--- config.mk ---
export PLATFORM = sky130hd
export DESIGN_NAME = fwd_select
export DESIGN_NICKNAME = d
export VERILOG_FILES = /design/src/rtl/fwd_select.sv
export SDC_FILE = /design/constraint.sdc
export NUM_CORES = 1
export LEC_CHECK = 0
export BUFFER_PORTS_ARGS = -buffer_cell sky130_fd_sc_hd__buf_2
export CORE_AREA = 4 4 134 136
export DETAILED_ROUTE_END_ITERATION = 7
export DIE_AREA = 0 0 138 140
export PLACE_DENSITY = 0.58
export SKIP_LAST_GASP = 1
export SLEW_MARGIN = 20
export SYNTH_ARGS = -nofsm -noshare
export SYNTH_HDL_FRONTEND = slang
export SYNTH_SLANG_ARGS = --single-unit
--- constraint.sdc ---
create_clock -name vclk -period 4.5
set_input_delay 0.9 -clock vclk [all_inputs]
set_output_delay 0.9 -clock vclk [all_outputs]
set_load 0.03 [all_outputs]
--- src/rtl/fwd_select.sv ---
module fwd_select #(
  parameter int RW = 4,
  parameter int DW = 32,
  parameter logic [3:0] JUMP_CODE = 4'h7,
  parameter logic [3:0] CALL_CODE = 4'h8
) (
  input  logic [3:0]    dec_icode,
  input  logic [DW-1:0] dec_pc_next,
  input  logic [RW-1:0] src_a,
  input  logic [RW-1:0] src_b,
  input  logic [DW-1:0] rf_a,
  input  logic [DW-1:0] rf_b,
  input  logic [RW-1:0] exe_dst_e,
  input  logic [DW-1:0] exe_alu,
  input  logic [RW-1:0] mem_dst_e,
  input  logic [DW-1:0] mem_val_e,
  input  logic [RW-1:0] mem_dst_m,
  input  logic [DW-1:0] mem_rd,
  input  logic [RW-1:0] wb_dst_e,
  input  logic [DW-1:0] wb_val_e,
  input  logic [RW-1:0] wb_dst_m,
  input  logic [DW-1:0] wb_val_m,
  output logic [DW-1:0] op_a,
  output logic [DW-1:0] op_b
);
  localparam logic [RW-1:0] NONE_ID = {RW{1'b1}};

  function automatic logic hit(input logic [RW-1:0] s, input logic [RW-1:0] d);
    return (s != NONE_ID) && (s == d);
  endfunction

  function automatic logic [DW-1:0] chain(input logic [RW-1:0] s, input logic [DW-1:0] rf);
    if      (hit(s, exe_dst_e)) return exe_alu;
    else if (hit(s, mem_dst_m)) return mem_rd;
    else if (hit(s, mem_dst_e)) return mem_val_e;
    else if (hit(s, wb_dst_m))  return wb_val_m;
    else if (hit(s, wb_dst_e))  return wb_val_e;
    else                        return rf;
  endfunction

  logic link;
  assign link = (dec_icode == JUMP_CODE) || (dec_icode == CALL_CODE);

  always_comb begin
    op_a = link ? dec_pc_next : chain(src_a, rf_a);
    op_b = chain(src_b, rf_b);

    if (link)
      a_r1_pc_override: assert (op_a == dec_pc_next);
    if (!link && hit(src_a, exe_dst_e))
      a_r2_exe_first: assert (op_a == exe_alu);
    if (src_b == NONE_ID)
      a_r8_none_no_fwd: assert (op_b == rf_b);
    if (hit(src_b, exe_dst_e))
      a_r9_b_no_pc: assert (op_b == exe_alu);
    if (src_b != exe_dst_e && src_b != mem_dst_e && src_b != mem_dst_m &&
        src_b != wb_dst_e && src_b != wb_dst_m)
      a_r7_rf_default: assert (op_b == rf_b);
  end
endmodule

# Word level (Yosys, flattened, before mapping)
# Index checks and enable logic that the tools add are counted.
totals:
  reg_bits: 0
  inputBits: 288
  out_inout_bits: 64
  word_cells: 36
classes:
  eq_ne: 14
  mux: 11
  n_reduce_logical: 11
ops:
  columns: ["op", "n"]
  rows:
  - ["2-to-1 mux 32 bit", 11]
  - ["equality test 4 bit", 10]
  - ["logical AND 1 bit", 10]
  - ["!= test 4 bit (second input constant)", 2]
  - ["equality test 4 x 3 -> 1 bit (second input constant)", 1]
  - ["equality test 4 bit (second input constant)", 1]
  - ["logical OR 1 bit", 1]

# Longest topological paths before layout
# Gate-level depths: netlist (run 1).
depth:
  ltp_word: 8
  ltp_mapped: 9

# Worst setup path before layout (run 1)
# No wires, ideal clock.
synth_timing:
  kind: "in2out"
  startpoint: "input src_b[3]"
  endpoint: "output op_b[10]"
  t_arrival_ns: 2.735
  t_required_ns: 3.600
  path_slack_ns: 0.865
  path_stages: 8
  path_buffers: 2
  cell_sequence: "buf_4 nand3_2 and3_4 o2111ai_4 buf_6 nor2_1 a311o_1 a31oi_1"
synth_via:
  elab_chain_cells: 7
  word_cells_on_any_way: 16
  classes_between: "eq/ne (6); mux (5); reduce/logical (5)"
synth_lines:
  columns: ["item", "line", "rtl"]
  rows:
  - ["from (decl)", "10", "input logic [RW-1:0] src_b,"]
  - ["!= test 4 bit or equality test 4 bit (tied branches)", null, null]
  - ["logical AND 1 bit", "29", "return (s != NONE_ID) && (s == d);"]
  - ["2-to-1 mux 32 bit", "37", "else if (hit(s, wb_dst_e)) return wb_val_e;"]
  - ["2-to-1 mux 32 bit", "36", "else if (hit(s, wb_dst_m)) return wb_val_m;"]
  - ["2-to-1 mux 32 bit", "35", "else if (hit(s, mem_dst_e)) return mem_val_e;"]
  - ["2-to-1 mux 32 bit", "34", "else if (hit(s, mem_dst_m)) return mem_rd;"]
  - ["2-to-1 mux 32 bit (*)", "33", "if (hit(s, exe_dst_e)) return exe_alu;"]
  - ["to (decl)", "24", "output logic [DW-1:0] op_b"]
# Every way passes the cells marked *; elsewhere a longest branch is shown, timed or not.

# Worst setup path after layout (run 1)
layout_timing:
  startpoint: "input src_b[1]"
  endpoint: "output op_b[15]"
# The elaborated chain is that of the path after synthesis.

==> impl_metrics.ini, run 1 <==
[run_status]
run_status = finished, final reports clean

[sta]
fin_crit_sh_pct = 85.7
rsz0062_at_grt = false
fin_crit_ns = 3.86
maxSlewViolCount = 0
fin_setup_tns_ns = 0
hold_violations = 0
maxSlewHeadroom_pct = 60.8
fin_hold_ws_ns = 2.20
worstMarginPinSlew_ns = 0.580
setup_slack_ns = 0.644
setup_violations = 0
fmax_mhz = 259

[detailed_routing]
drc = 0
wl_met2_mm = 10.7
dr.pass1.iters = 5
wl_met3_mm = 1.83
drtIter0Drc = 458
vias = 6125
postRouteAntennaNets = 0
vias_per_cell = 5.56
wire_per_inst_um = 19.8
drt-met1-wl_mm = 8.73
routed_wl_mm = 21.8
highest_layer = met4

[synth]
synth_top_cell_area_share_pct = 11.4
yosysTopAreaCell = o22ai_1
postSynthAreaPerCell_sq_um = 6.23
syn-num-nets = 852
syn_inst = 564
ys_seq_area_share_pct = 0
yosys-top-cells-count = 98 x nand2_1, 69 x nor2_1, 64 x o22ai_1
yosysMostFrequentCell = nand2_1
yosysUniqueCellTypes = 40
yosysWarnings = 0
synth_area_leaders = o22ai_1 11%, nand2_1 10%, a311o_1 9.1%
netlist_area_sq_um = 3510

[placement]
io_buffer_count = 352
gp_congestion = 0.960
place_ws_ns = 0.679
hpwl_mm = 17.4

[critical_path]
crit_top_cell = buf_2
path_cells = buf_2, nand3_2, and3_4, o2111ai_4, buf_4, nor2_1, a311o_1, a31oi_1, buf_2
endpoint_kind = primary output
cp-endpoint = op_b[15]
required_ns = 3.60
cp_max_fo = 36
max_stage_delay_ns = 0.39
arrival_ns = 2.96
cpMaxStageDelayCell = buf_4
start_kind = primary input
crit_type = primary input to primary output
cp-startpoint = src_b[1]

[power_and_ir_drop]
irDropWorstVdd_v = 0.0000819
p_leak_nw = 2.83
p_per_area_nw_per_um2 = 173

[grt]
grt_max_degree = 37
grtUsageTotal_pct = 20.2
antenna_found_initial = 0
overflow = 0
grt_pass1_vias = 6146
grt_pass1_wl_mm = 32.7

[layout]
layout-drive-gt1-share_pct = 44.6
register_area_sq_um = 0
clock_buffers = 0
design.seq.count = 0
nets = 1167
diodes = 0
syn_to_final_growth_pct = 56.6

[floorplanning]
initial_core_util_pct = 20.8
rows = 48
die_y_um = 140
core_area_sq_um = 16900
die_area_sq_um = 19300
io_pins = 352
die_w_um = 138

[flow_run]
maxCapViolations = 0

[cts]
cts_hold_buf = 0
cts-resized-gates = 0
cts_setup_buffers = 0

[hold_path]
hp-class = primary input to primary output
[logic make-up after synthesis]
logic type                after synthesis  synth area share [%]
buffers and inverters                  67                  9.26
and+or+nand+nor                       195                  23.2
muxes                                  32                  9.11
AOI/OAI and AO/OA                     234                  49.4
xor gates and xnor gates               36                  8.97
[critical path, delay by kind of cell]
family	cells	cell delay, ns
and+or+nand+nor	3	0.44
AOI/OAI and AO/OA	3	0.76
buffers and inverters	3	0.83
[where the power goes]
part           leakage, nW  internal, mW  switching [mW]
sequential               0             0               0
combinational         2.83         0.358           0.591
clock                    0             0               0
total                 2.83         0.358           0.591
[stage by stage]
stage               power, mW  area [sq um]  util, %  std cells
global route             1.01          5500     32.5       1102
detailed placement      0.941          5500     32.5       1102
floorplan               0.578          3510        -        564
global placement        0.942          5500     32.5       1102
CTS                     0.944          5500     32.5       1102
finish                  0.950          5500     32.5       1102
[cells in the final DEF, fill, tap and decap left out, types with 32 or more instances in the layout]
master    synthesis  routed
a211o_1          32      32
o22ai_1          64      64
a21oi_1          32      32
a31oi_1          33      32
buf_2            17     352
nor2_1           69      69
mux2i_1          32      32
nand2_1          98      98
a221oi_1         32      32
a311o_1          32      32
[area by class of cell]
cell class | instances | area, sq um
tap | 225 | 282
inverter | 1 | 3.75
timing repair buffer | 379 | 1980
multi-input combinational | 497 | 3240
fill | 1881 | 11400
[worst min-delay path by stage]
stage | start | endpoint | slack, ns | depth (start not counted)
2_1_floorplan | mem_rd[0] | op_b[0] | 2.04 | 2
3_3_place_gp | mem_val_e[28] | op_b[28] | 2.19 | 4
3_5_place_dp | mem_val_e[28] | op_b[28] | 2.19 | 4
4_1_cts | mem_val_e[28] | op_b[28] | 2.20 | 4
5_1_grt | mem_val_e[28] | op_b[28] | 2.21 | 4
6_report | mem_val_e[28] | op_b[28] | 2.20 | 4
[per-layer routing]
layer,up-vias,track usage [%]
li1,2829,-
met1,2870,25.7
met2,382,35.8
met3,44,2.70
met4,0,5.41
met5,-,0
No activity file was read; power rests on OpenSTA's default activity.
==> run 2, diff against run 1 <==
CELL_PAD_IN_SITES_DETAIL_PLACEMENT = 0   (was default)
CELL_PAD_IN_SITES_GLOBAL_PLACEMENT = 1   (was default)
CORE_AREA = 4 4 135 137   (was 4 4 134 136)
DIE_AREA = 0 0 139 141   (was 0 0 138 140)
PLACE_DENSITY = 0.83   (was 0.58)
==> impl_metrics.ini, run 2 (same netlist as run 1, synthesis figures left out) <==
[run_status]
run_status = finished, final reports clean

[detailed_routing]
postRouteAntennaNets = 0
drc = 0
vias = 6104
routed_wl_mm = 22.5
drtIter0Drc = 374
wire_per_inst_um = 20.4
dr.pass1.iters = 6
vias_per_cell = 5.53

[critical_path]
crit_type = primary input to primary output
required_ns = 3.60
path_cells = buf_2, or2_2, a2111oi_1, nand2b_2, buf_4, a221oi_1, a21oi_1, buf_2
arrival_ns = 3.19
crit_top_cell = buf_2
start_kind = primary input
cpMaxStageDelayCell = nand2b_2
crit_buf_inv = 3
path_depth = 8
max_stage_delay_ns = 0.50
path_delay_family = simple AND/OR/NAND/NOR gates
endpoint_kind = primary output
cp_max_fo = 18

[grt]
antenna_found_initial = 0
grtUsageTotal_pct = 20.7
grt_pass1_vias = 6027
grt_pass1_wl_mm = 33.2
grt_max_degree = 35
overflow = 0

[layout]
layout-drive-gt1-share_pct = 44.8
clock_buffers = 0
register_area_sq_um = 0
fin_util_pct = 32.5
multi_input_area_sq_um = 3240
diodes = 0
final_common_cell = buf_2
nets = 1168
nFillCells = 1920
syn_to_final_growth_pct = 57.6
design.seq.count = 0
final_cell_mix = 352 x buf_2, 98 x nand2_1, 69 x nor2_1, 64 x o22ai_1

[cts]
cts_setup_buffers = 0
cts_hold_buf = 0
cts-resized-gates = 0

[floorplanning]
io_pins = 352
die_w_um = 139
die_area_sq_um = 19600
rows = 48
die_y_um = 141
initial_core_util_pct = 20.6
core_area_sq_um = 17100

[hold_path]
whs_path_depth = 4
hp-class = primary input to primary output

[power_and_ir_drop]
p_per_area_nw_per_um2 = 172
p_leak_nw = 2.84
irDropWorstVdd_v = 0.000106

[flow_run]
maxCapViolations = 0

[placement]
hpwl_mm = 18.3
io_buffer_count = 352
gp_congestion = 0.967

[sta]
maxSlewHeadroom_pct = 51.8
fin_hold_ws_ns = 2.19
fin_crit_ns = 4.09
rsz0062_at_grt = false
hold_violations = 0
fin_setup_tns_ns = 0
fmax_mhz = 245
fin_crit_sh_pct = 90.8
setup_violations = 0
worstMarginPinSlew_ns = 0.722
maxSlewViolCount = 0
==> run 2: cell types whose count changed in the layout (fill, tap and decap cells not counted) <==
cell | previous run | this run
a221o_2 | 0 | 1
buf_12 | 1 | 3
buf_4 | 26 | 25
a221o_1 | 1 | 0
==> run 2: layout make-up <==
cell class                 instances  area share [%]
inverter                           1          0.0678
multi-input combinational        497            58.6
timing repair buffer             380            36.3
tap                              225            5.08
==> run 2: final timing paths <==
check               startpoint  endpoint  slack (ns)
setup / recovery      src_a[3]   op_a[4]        0.41
hold / removal    mem_val_e[2]   op_b[2]        2.19
==> run 2: power breakdown <==
part / switching, mW / internal (mW) / leakage (nW)
combinational: 0.592 / 0.361 / 2.84
clock: 0 / 0 / 0
sequential: 0 / 0 / 0
==> run 2: layer usage <==
layer,vias up,GRT usage [%],wire length (um)
met5,-,0,0
met4,0,6.54,689
met3,46,3.05,2120
met2,397,36.6,10800
met1,2827,26.1,8920
li1,2834,-,-
==> run 2: stage by stage <==
stage	power (mW)	instance area (sq um)	instances	worst slack, ns
final	0.953	5540	1103	0.413
after global routing	1.02	5540	1103	0.182
after CTS	0.950	5540	1103	0.412
after detailed placement	0.947	5540	1103	0.413
after global placement	0.947	5540	1103	0.481
after floorplan	0.578	3510	564	0.865
